--- src/rtl/pacer_pkg.sv ---
package pacer_pkg;
    typedef enum logic [2:0] {
        PS_IDLE,
        PS_GAP,
        PS_WAKE,
        PS_SETTLE,
        PS_START,
        PS_XFER
    } pace_state_t;
endpackage

--- src/rtl/pace_tick_counter.sv ---
// Saturating count of timebase ticks since the last clear.
module pace_tick_counter #(
    parameter int W   = 4,
    parameter int MAX = 10
) (
    input  logic         clk,
    input  logic         rst_n,
    input  logic         tick,
    input  logic         clr,
    output logic [W-1:0] count
);
    localparam logic [W-1:0] MAX_V = W'(MAX);

    always_ff @(posedge clk or negedge rst_n) begin
        if (!rst_n)
            count <= '0;
        else if (clr)
            count <= '0;
        else if (tick && (count < MAX_V))
            count <= count + W'(1);
    end
endmodule

--- src/rtl/pace_irq_confirm.sv ---
// Ready interrupt edge capture and the bounded confirmation phase.
module pace_irq_confirm #(
    parameter int MAX_TRIES = 3
) (
    input  logic clk,
    input  logic rst_n,
    input  logic irq_present,
    input  logic ready_irq,
    input  logic consume,
    input  logic check,
    output logic pending,
    output logic confirmed,
    output logic irq_gap_mode
);
    localparam int AW = $clog2(MAX_TRIES + 2);
    localparam logic [AW-1:0] LIMIT = AW'(MAX_TRIES);

    logic          irq_q;
    logic          rise;
    logic          needs_conf;
    logic [AW-1:0] attempts;
    logic [AW-1:0] attempts_nx;

    assign rise        = irq_present & ready_irq & ~irq_q;
    assign attempts_nx = attempts + AW'(1);

    always_ff @(posedge clk or negedge rst_n) begin
        if (!rst_n) begin
            irq_q     <= 1'b0;
            pending   <= 1'b0;
            confirmed <= 1'b0;
        end else begin
            irq_q     <= ready_irq;
            pending   <= rise | (pending & ~consume);
            confirmed <= confirmed | rise;
        end
    end

    always_ff @(posedge clk or negedge rst_n) begin
        if (!rst_n) begin
            needs_conf   <= 1'b1;
            attempts     <= '0;
            irq_gap_mode <= 1'b0;
        end else if (check && needs_conf) begin
            if (!irq_present) begin
                needs_conf <= 1'b0;
            end else begin
                attempts <= attempts_nx;
                if (confirmed) begin
                    needs_conf   <= 1'b0;
                    irq_gap_mode <= 1'b1;
                end else if (attempts_nx > LIMIT) begin
                    needs_conf <= 1'b0;
                end
            end
        end
    end
endmodule

--- src/rtl/access_pacer.sv ---
module access_pacer
    import pacer_pkg::*;
#(
    parameter int SLEEP_TICKS       = 1000,
    parameter int WAKE_PULSE_TICKS  = 1,
    parameter int WAKE_SETTLE_TICKS = 1,
    parameter int FIXED_GAP_TICKS   = 2,
    parameter int IRQ_GAP_TICKS     = 750,
    parameter int CONFIRM_TRIES     = 3
) (
    input  logic clk,
    input  logic rst_n,
    input  logic tick,
    input  logic irq_present,
    input  logic resume,
    input  logic req,
    output logic gnt,
    output logic spi_start,
    input  logic spi_done,
    output logic cs_wake,
    input  logic ready_irq,
    output logic irq_warn
);
    localparam int GAP_MAX = (FIXED_GAP_TICKS > IRQ_GAP_TICKS) ? FIXED_GAP_TICKS : IRQ_GAP_TICKS;
    localparam int PH_MAX  = (WAKE_PULSE_TICKS > WAKE_SETTLE_TICKS) ? WAKE_PULSE_TICKS : WAKE_SETTLE_TICKS;
    localparam int GW = $clog2(GAP_MAX + 2);
    localparam int SW = $clog2(SLEEP_TICKS + 2);
    localparam int PW = $clog2(PH_MAX + 2);
    localparam logic [GW-1:0] FIX_V    = GW'(FIXED_GAP_TICKS);
    localparam logic [GW-1:0] IRQ_V    = GW'(IRQ_GAP_TICKS);
    localparam logic [SW-1:0] SLEEP_V  = SW'(SLEEP_TICKS);
    localparam logic [PW-1:0] PULSE_V  = PW'(WAKE_PULSE_TICKS);
    localparam logic [PW-1:0] SETTLE_V = PW'(WAKE_SETTLE_TICKS);

    pace_state_t   state, next_state;
    logic [GW-1:0] since_last;
    logic [SW-1:0] since_check;
    logic [PW-1:0] phase;
    logic [GW-1:0] gap_len;
    logic          irq_pending, irq_confirmed, irq_gap_mode;
    logic          force_wake, wake_due, gap_over, check_now;
    logic          enter_start, xfer_end, phase_clr;

    assign gap_len     = irq_gap_mode ? IRQ_V : FIX_V;
    assign gap_over    = irq_pending || (since_last >= gap_len);
    assign check_now   = (state == PS_GAP) && gap_over;
    assign wake_due    = force_wake || (since_check >= SLEEP_V);
    assign xfer_end    = (state == PS_XFER) && spi_done;
    assign enter_start = (next_state == PS_START) && (state != PS_START);
    assign phase_clr   = (next_state != state);

    pace_tick_counter #(.W(GW), .MAX(GAP_MAX)) u_since_last (
        .clk(clk), .rst_n(rst_n), .tick(tick), .clr(xfer_end), .count(since_last));

    pace_tick_counter #(.W(SW), .MAX(SLEEP_TICKS)) u_since_check (
        .clk(clk), .rst_n(rst_n), .tick(tick), .clr(check_now), .count(since_check));

    pace_tick_counter #(.W(PW), .MAX(PH_MAX)) u_phase (
        .clk(clk), .rst_n(rst_n), .tick(tick), .clr(phase_clr), .count(phase));

    pace_irq_confirm #(.MAX_TRIES(CONFIRM_TRIES)) u_confirm (
        .clk(clk), .rst_n(rst_n), .irq_present(irq_present), .ready_irq(ready_irq),
        .consume(enter_start), .check(check_now), .pending(irq_pending),
        .confirmed(irq_confirmed), .irq_gap_mode(irq_gap_mode));

    // State register plus the flags updated at the pre-transaction check
    always_ff @(posedge clk or negedge rst_n) begin
        if (!rst_n) begin
            state      <= PS_IDLE;
            force_wake <= 1'b1;
            irq_warn   <= 1'b0;
        end else begin
            state      <= next_state;
            force_wake <= resume | (force_wake & ~check_now);
            if (check_now && !irq_pending && irq_confirmed)
                irq_warn <= 1'b1;
        end
    end

    always_comb begin
        next_state = state;
        unique case (state)
            PS_IDLE:   if (req) next_state = PS_GAP;
            PS_GAP:    if (gap_over) next_state = wake_due ? PS_WAKE : PS_START;
            PS_WAKE:   if (phase >= PULSE_V) next_state = PS_SETTLE;
            PS_SETTLE: if (phase >= SETTLE_V) next_state = PS_START;
            PS_START:  next_state = PS_XFER;
            PS_XFER:   if (spi_done) next_state = PS_IDLE;
            default:   next_state = PS_IDLE;
        endcase
    end

    always_comb begin
        gnt       = (state == PS_START) || (state == PS_XFER);
        spi_start = (state == PS_START);
        cs_wake   = (state == PS_WAKE);
    end
endmodule

--- config.mk ---
export PLATFORM = sky130hd
export DESIGN_NAME = access_pacer
export DESIGN_NICKNAME = d
export VERILOG_FILES = /design/src/rtl/pacer_pkg.sv /design/src/rtl/pace_tick_counter.sv /design/src/rtl/pace_irq_confirm.sv /design/src/rtl/access_pacer.sv
export SDC_FILE = /design/constraint.sdc
export NUM_CORES = 1
export LEC_CHECK = 0
export ABC_AREA = 1
export CAP_MARGIN = 20
export CELL_PAD_IN_SITES_DETAIL_PLACEMENT = 1
export CELL_PAD_IN_SITES_GLOBAL_PLACEMENT = 2
export CORE_MARGIN = 8
export CORE_UTILIZATION = 41
export CTS_CLUSTER_SIZE = 20
export DETAILED_ROUTE_END_ITERATION = 8
export DONT_BUFFER_PORTS = 1
export PLACE_DENSITY = 0.82
export RECOVER_POWER = 50
export SLEW_MARGIN = 20
export SYNTH_ARGS = -nofsm -noshare
export SYNTH_HDL_FRONTEND = slang
export SYNTH_SLANG_ARGS = --single-unit
--- constraint.sdc ---
create_clock -name clk -period 3.7 [get_ports clk]
set_input_delay 0.185 -clock clk [delete_from_list [all_inputs] [get_ports clk]]
set_output_delay 0.185 -clock clk [all_outputs]
set_load 0.03 [all_outputs]
==> results of run 1 <==
-- what timing repair did --
item	CTS	global route
endpoints found under the hold margin	37	0
hold buffers	4	0
buffers inserted	0	0
-- layer usage --
metal	global-route usage, %	vias to the layer above	part of all wire, %
li1	-	872	-
met1	15.1	815	44
met2	24.6	12	52
met3	3.34	6	2.9
met4	4.15	0	1.2
met5	0	-	0
-- per-stage QoR --
stage                     utilization [%]  instances  power (W)  instance area [µm²]
final                                46.6        347    0.00146                 2380
after global routing                 46.6        347    0.00158                 2380
after CTS                            47.0        347    0.00149                 2400
after detailed placement             43.7        335    0.00111                 2230
after global placement               43.7        335    0.00110                 2230
after floorplan                         -        267    0.00100                 2170
-- synth_stat cells (6+ instances only) --
cell | number | area (µm²)
sky130_fd_sc_hd__inv_1 | 32 | 120
sky130_fd_sc_hd__nor3_1 | 8 | 40.0
sky130_fd_sc_hd__ha_1 | 13 | 163
sky130_fd_sc_hd__nand3_2 | 6 | 60.1
sky130_fd_sc_hd__o21ai_1 | 14 | 70.1
sky130_fd_sc_hd__xor2_1 | 10 | 87.6
sky130_fd_sc_hd__inv_2 | 11 | 41.3
sky130_fd_sc_hd__nor2_1 | 18 | 67.6
sky130_fd_sc_hd__nand2_1 | 61 | 229
sky130_fd_sc_hd__nand3_1 | 16 | 80.1
sky130_fd_sc_hd__dfrtp_1 | 33 | 826
sky130_fd_sc_hd__a21oi_1 | 6 | 30.0
-- worst max-delay path by stage --
stage,from,end,slack (ns)
after floorplan,u_since_last.count[5],u_confirm.attempts[2],2.08
after global placement,u_confirm.irq_gap_mode,u_confirm.attempts[2],1.83
after detailed placement,u_confirm.irq_gap_mode,u_confirm.attempts[2],1.69
after CTS,u_confirm.irq_gap_mode,u_confirm.attempts[2],1.68
after global routing,rst_n,state[0],1.15
final,rst_n,u_since_check.count[3],1.56
-- registers in the layout (all words and copies together) (netlist names), 2 cells and up --
register / count
u_since_last.count: 10
u_phase.count: 2
state: 3
u_confirm.attempts: 3
u_since_check.count: 10
-- power by group --
group | switching [W] | internal [W]
Sequential | 0.000113 | 0.000475
Combinational | 0.000327 | 0.000182
Clock | 0.000147 | 0.000218
-- cell families after synthesis --
| family | share of synthesized area, % |
|---|---|
| xor+xnor | 4.44 |
| flops | 40.5 |
| simple gates | 29.9 |
| buf+inv | 8.65 |
| compound gates | 9.00 |
| fa+ha+maj | 7.50 |
-- layout make-up --
| class | instances | area [µm²] | share of cell area [%] |
|---|---|---|---|
| multi-input combinational | 187 | 1100 | 46.3 |
| sequential | 35 | 878 | 36.9 |
| inverter | 43 | 161 | 6.78 |
| tap | 70 | 87.6 | 3.68 |
| clock buffer | 6 | 82.6 | 3.47 |
| clock inverter | 2 | 35.0 | 1.47 |
| timing repair buffer | 4 | 33.8 | 1.42 |
==> impl_metrics.toml, run 1 <==
[global_route]
grt_antenna_before_repair = 0
first_global_vias = 1848
grt_first_pass_wirelength_um = 8260
pin_count_of_the_biggest_net_entering_global_routing = 36
grtUsageTotal_pct = 13.6
global_route.overflow_total = 0

[synth]
netlist-cell-type-count = 33
syn_inst_count = 267
ys_seq_elements = 35
synth-async-reset-ratio_pct = 100
synth_sequential_area_ratio_pct = 40.5
ys_dominant_reg_cell = "sky130_fd_sc_hd__dfrtp_1"
post_synth_edffs = 0
syn_area_mm2 = 0.00217
synth_area_per_cell_um2 = 8.13
yosys_warnings = 0
mappedNetlistNets = 288

[worst_setup_path]
timing.critical_path.max_delay_family = "buffers and inverters"
critical-path-max-stage-delay_ns = 1.43
rr_worst_depth = 13
worstSetupEndpointType = "async pin"
crit-reg2reg-capture = "u_confirm.attempts[2]"
critPathLaunchType = "input port"
critPathRequiredTime_ns = 3.71
reg2reg_slack_ns = 1.69
worstPathBufferInverterCount = 2
crit_path_top_delay_cell = "sky130_fd_sc_hd__clkbuf_1"
setup.worst_path.class = "in -> async"
stages_on_worst_setup_path = 2
timing.critical_path.arrival_ns = 2.16
worstPathMaxFanout = 35
source_of_the_worst_register_to_register_timing_path = "u_confirm.irq_gap_mode"
worstPathCellList = "dlygate4sd3_1 -> clkbuf_1"

[timing]
hold_viol_final = 0
setup_violations = 0
timing_max_transition_violations_final = 36
timing.final.ws_setup_ns = 1.56
final_critical_path_required_period_ns = 2.15
worst_slew_margin_rel_pct = -33.6
timing.hold.ws_ns = 0.0476
tightestPinTransition_ns = 2.00
fmax_mhz = 466
timing.setup.tns_ns = 0
grt_setup_unrepaired = "no"
finalClockSkew_ns = 0.00431
period_share_pct = 58.0

[detailed_routing]
drcViolationCount = 0
wire_per_inst_um = 13.8
postRouteAntennaNets = 0
vias = 1705
totalWireLength_um = 4790
detailed_routing_iteration_count_for_the_pre_antenna_repair_pass = 4
drt-vias-per-instance = 4.91
dr.first_iter.drc_count = 45

[run_status]
failed_checks = "capacitance limit, slew limit"
outcome = "finished with violations"

[final_layout]
layout.cells.most_common = "sky130_fd_sc_hd__nand2_1"
drive_above_1_share_pct = 16.2
final_cell_mix = "sky130_fd_sc_hd__nand2_1 (61), sky130_fd_sc_hd__dfrtp_1 (33), sky130_fd_sc_hd__inv_1 (32)"
nets = 297
area_growth_syn_to_layout_pct = 9.80
antennaDiodeCount = 0
fillers = 646

[clocking]
postCtsResizedCells = 0
clock_insertion_delay_worst_skew_ns = 0.29
cts_tree = "yes"
max-clock-path-buffers = 2
worst_setup_hold_path_clk_slew_ns = 0.07
cts_sinks = 35
htreeDepth = 2
number_of_cts_inserted_buffers = 5
clockRootBuffer = "sky130_fd_sc_hd__clkbuf_8"

[hold_path]
worstHoldStart = "ready_irq"
min_path_cells = 2
timing.hold.worst.class = "in -> reg"
worst_hold_endpoint = "u_confirm.confirmed"

[power]
power.density_cell_area_mw_per_mm2 = 614
leakage_power_nw = 1.20
power.ir.vdd_worst_uv = 278

[run]
drv.max_cap_violation_count = 1

[placed_design]
hpwl_um = 3680
io_buffer_count = 0
routabilityCongestion = 0.753
pre_cts_slack_ns = 1.69

[floorplanning]
fp-row-count = 26
die_height_um = 88.7
floorplan.core_area_mm2 = 0.00511
dieArea_mm2 = 0.00788
chipWidth_um = 88.7
starting_density_of_the_core_pct = 42.5
io_pins = 12
Note: power is estimated with default switching activity, not from simulation.
==> run 2, diff against run 1 <==
--- a/config.mk
+++ b/config.mk
@@ -5,16 +5,16 @@
 export SDC_FILE = /design/constraint.sdc
 export NUM_CORES = 1
 export LEC_CHECK = 0
-export ABC_AREA = 1
+export ABC_AREA = 0
 export CAP_MARGIN = 20
 export CELL_PAD_IN_SITES_DETAIL_PLACEMENT = 1
 export CELL_PAD_IN_SITES_GLOBAL_PLACEMENT = 2
 export CORE_MARGIN = 8
-export CORE_UTILIZATION = 41
+export CORE_UTILIZATION = 40
 export CTS_CLUSTER_SIZE = 20
 export DETAILED_ROUTE_END_ITERATION = 8
 export DONT_BUFFER_PORTS = 1
-export PLACE_DENSITY = 0.82
+export PLACE_DENSITY = 0.75
 export RECOVER_POWER = 50
 export SLEW_MARGIN = 20
 export SYNTH_ARGS = -nofsm -noshare
==> constraint.sdc (replaced) <==
create_clock -name clk -period 2.1 [get_ports clk]
set_input_delay 0.105 -clock clk [delete_from_list [all_inputs] [get_ports clk]]
set_output_delay 0.105 -clock clk [all_outputs]
set_load 0.03 [all_outputs]
==> impl_metrics.toml, run 2 <==
[final_layout]
antennaDiodeCount = 0
final_cell_mix = "sky130_fd_sc_hd__dfrtp_1 (32), sky130_fd_sc_hd__nor2_1 (26), sky130_fd_sc_hd__nand2_1 (14)"
fin_util_pct = 47.4
area_growth_syn_to_layout_pct = 15.1
register_area_um2 = 880
layout.cells.most_common = "sky130_fd_sc_hd__dfrtp_1"
fillers = 529
nets = 235
multi_input_area_mm2 = 0.00103
largest_registers = "u_since_check.count: 10 flops, u_since_last.count: 10 flops"
drive_above_1_share_pct = 14.4

[worst_setup_path]
rr_worst_depth = 7
worstPathBufferInverterCount = 1
critPathRequiredTime_ns = 2.31
setup.worst_path.class = "reg -> reg"
timing.critical_path.arrival_ns = 2.19
reg2reg_slack_ns = 0.11
worstPathMaxFanout = 7
critical-path-max-stage-delay_ns = 0.40
worstSetupEndpointType = "flip-flop"
crit-reg2reg-capture = "u_phase.count[1]"
crit_path_top_delay_cell = "sky130_fd_sc_hd__dfrtp_1"
source_of_the_worst_register_to_register_timing_path = "u_confirm.irq_gap_mode"
stages_on_worst_setup_path = 7
critPathLaunchType = "flip-flop"
endpoint = "u_phase.count[1]"
critPathLaunch = "u_confirm.irq_gap_mode"
worstPathCellList = "inv_4 -> ha_4 -> a211o_1 -> a211oi_4 -> o21ai_2 -> o311a_1 -> nor3_1"
timing.critical_path.max_delay_family = "compound AO/OA/AOI/OAI gates"

[run_status]
outcome = "completed"

[timing]
period_share_pct = 94.5
worst_slew_margin_rel_pct = 41.5
finalClockSkew_ns = 0.00185
timing_max_transition_violations_final = 0
fmax_mhz = 504
timing.setup.tns_ns = 0
final_critical_path_required_period_ns = 1.99
setup_violations = 0
hold_viol_final = 0
grt_setup_unrepaired = "no"
tightestPinTransition_ns = 0.878

[synth]
mappedNetlistNets = 219
netlist.top_cell.by_area = "sky130_fd_sc_hd__dfrtp_1"
synth_area_per_cell_um2 = 9.83
yosys_warnings = 0
synth_sequential_area_ratio_pct = 45.1
syn_area_mm2 = 0.00195
synth-async-reset-ratio_pct = 100
post-synth-top-count-cell = "sky130_fd_sc_hd__dfrtp_1"
post_synth_edffs = 0
ys_seq_elements = 35
syn_inst_count = 198
post_synth_main_area_contributors = "sky130_fd_sc_hd__dfrtp_1 (42%), sky130_fd_sc_hd__ha_1 (8.4%), sky130_fd_sc_hd__xor2_1 (5.4%)"
synth.cells.most_frequent = "sky130_fd_sc_hd__dfrtp_1 (33), sky130_fd_sc_hd__nor2_1 (26), sky130_fd_sc_hd__nand2_1 (14), sky130_fd_sc_hd__ha_1 (13)"
netlist-cell-type-count = 42
ys_dominant_reg_cell = "sky130_fd_sc_hd__dfrtp_1"
synth_top_cell_area_share_pct = 42.4

[clocking]
max-clock-path-buffers = 2
cts_sinks = 35
htreeDepth = 2
clock_insertion_delay_worst_skew_ns = 0.28
cts_tree = "yes"
number_of_cts_inserted_buffers = 5
clockRootBuffer = "sky130_fd_sc_hd__clkbuf_8"
worst_setup_hold_path_clk_slew_ns = 0.07

[floorplanning]
io_pins = 12
dieArea_mm2 = 0.00735
die_height_um = 85.7
fp-row-count = 25
chipWidth_um = 85.7
floorplan.core_area_mm2 = 0.00472
starting_density_of_the_core_pct = 41.2

[detailed_routing]
drcViolationCount = 0
totalWireLength_um = 4640
vias = 1518
wire_per_inst_um = 16.5
drt-vias-per-instance = 5.38
dr.first_iter.drc_count = 42
detailed_routing_iteration_count_for_the_pre_antenna_repair_pass = 2
postRouteAntennaNets = 0

[global_route]
global_route.overflow_total = 0
gr-max-usage-layer = "met2"
grtUsageTotal_pct = 13.9
grt_antenna_before_repair = 0
met1_usage_grt_pct = 16.4
grtUsageMet2_pct = 23.8
pin_count_of_the_biggest_net_entering_global_routing = 36
first_global_vias = 1654
grt_first_pass_wirelength_um = 8090
groute.layer.met3.usage_pct = 3.44

[placed_design]
io_buffer_count = 0
hpwl_um = 3380
routabilityCongestion = 0.796

[power]
power.density_cell_area_mw_per_mm2 = 1140
power.ir.vdd_worst_uv = 531
leakage_power_nw = 1.02

[run]
drv.max_cap_violation_count = 0

[hold_path]
timing.hold.worst.class = "in -> reg"
[run 2: layer usage]
metal	vias to the layer above	wire length (µm)
li1	722	-
met4	0	82
met5	-	0
met2	13	2350
met1	773	2100
met3	10	111
[run 2: worst min path at each step]
stage | start | endpoint | slack [ns] | cells past startpoint
after floorplan | rst_n | irq_warn | -0.19 | 0
after global placement | rst_n | u_since_last.count[8] | -0.19 | 0
after detailed placement | rst_n | u_since_last.count[8] | -0.19 | 0
after CTS | irq_present | u_confirm.confirmed | 0.03 | 2
after global routing | irq_present | u_confirm.confirmed | 0.04 | 2
final | irq_present | u_confirm.confirmed | 0.04 | 2
[run 2: cell families (layout without fill, tap and decap cells)]
kind of cell | count (synthesis) | after routing | synth area share [%]
AND/OR/NAND/NOR | 77 | 77 | 19.7
flip-flops | 35 | 35 | 45.1
AO/OA/AOI/OAI | 34 | 34 | 12.9
XOR/XNOR | 21 | 21 | 9.45
buffers and inverters | 16 | 33 | 3.34
adder cells (fa/ha/maj) | 13 | 13 | 8.36
multiplexers | 2 | 2 | 1.03
[run 2: timing repair]
item / CTS / global route
setup buffers: 0 / 1
hold endpoints to repair: 37 / 0
pin swaps: 0 / 6
hold buffers: 4 / 0
resized for setup: 1 / 5
setup endpoints to repair: 1 / 4
[run 2: report_power, final]
group          total [W]  internal [W]  switching (W)
combinational    0.00100      0.000443       0.000558
sequential       0.00109      0.000846       0.000246
clock           0.000467      0.000233       0.000235
total            0.00256       0.00152        0.00104
[run 2: metrics by stage]
| step | setup slack (ns) | hold WS (ns) | power [W] | area (µm²) | cells |
|---|---|---|---|---|---|
| floorplan | 0.151 | -0.191 | 0.00175 | 1950 | 198 |
| global placement | 0.114 | -0.189 | 0.00200 | 2080 | 269 |
| detailed placement | -0.00672 | -0.189 | 0.00207 | 2080 | 269 |
| CTS | 0.0329 | 0.0305 | 0.00258 | 2210 | 281 |
| global route | 0.0311 | 0.0384 | 0.00278 | 2240 | 282 |
| finish | 0.114 | 0.0367 | 0.00256 | 2240 | 282 |
[run 2: cell type report]
| class | instances | area share, % |
|---|---|---|
| well taps | 67 | 3.74 |
| clock buffers | 7 | 3.41 |
| repair buffers | 13 | 5.14 |
| inverters | 12 | 2.12 |
| clock inverters | 1 | 0.223 |
| flip-flops and latches | 35 | 39.3 |
| multi-input cells | 147 | 46.1 |
[run 2: worst reg2reg max path, stage by stage, from the launching register on]
cell and delay (ns):
sky130_fd_sc_hd__dfrtp_1 0.40, sky130_fd_sc_hd__inv_4 0.11, sky130_fd_sc_hd__ha_4 0.21, sky130_fd_sc_hd__a211o_1 0.32, sky130_fd_sc_hd__a211oi_4 0.25, sky130_fd_sc_hd__o21ai_2 0.12, sky130_fd_sc_hd__o311a_1 0.38, sky130_fd_sc_hd__nor3_1 0.13
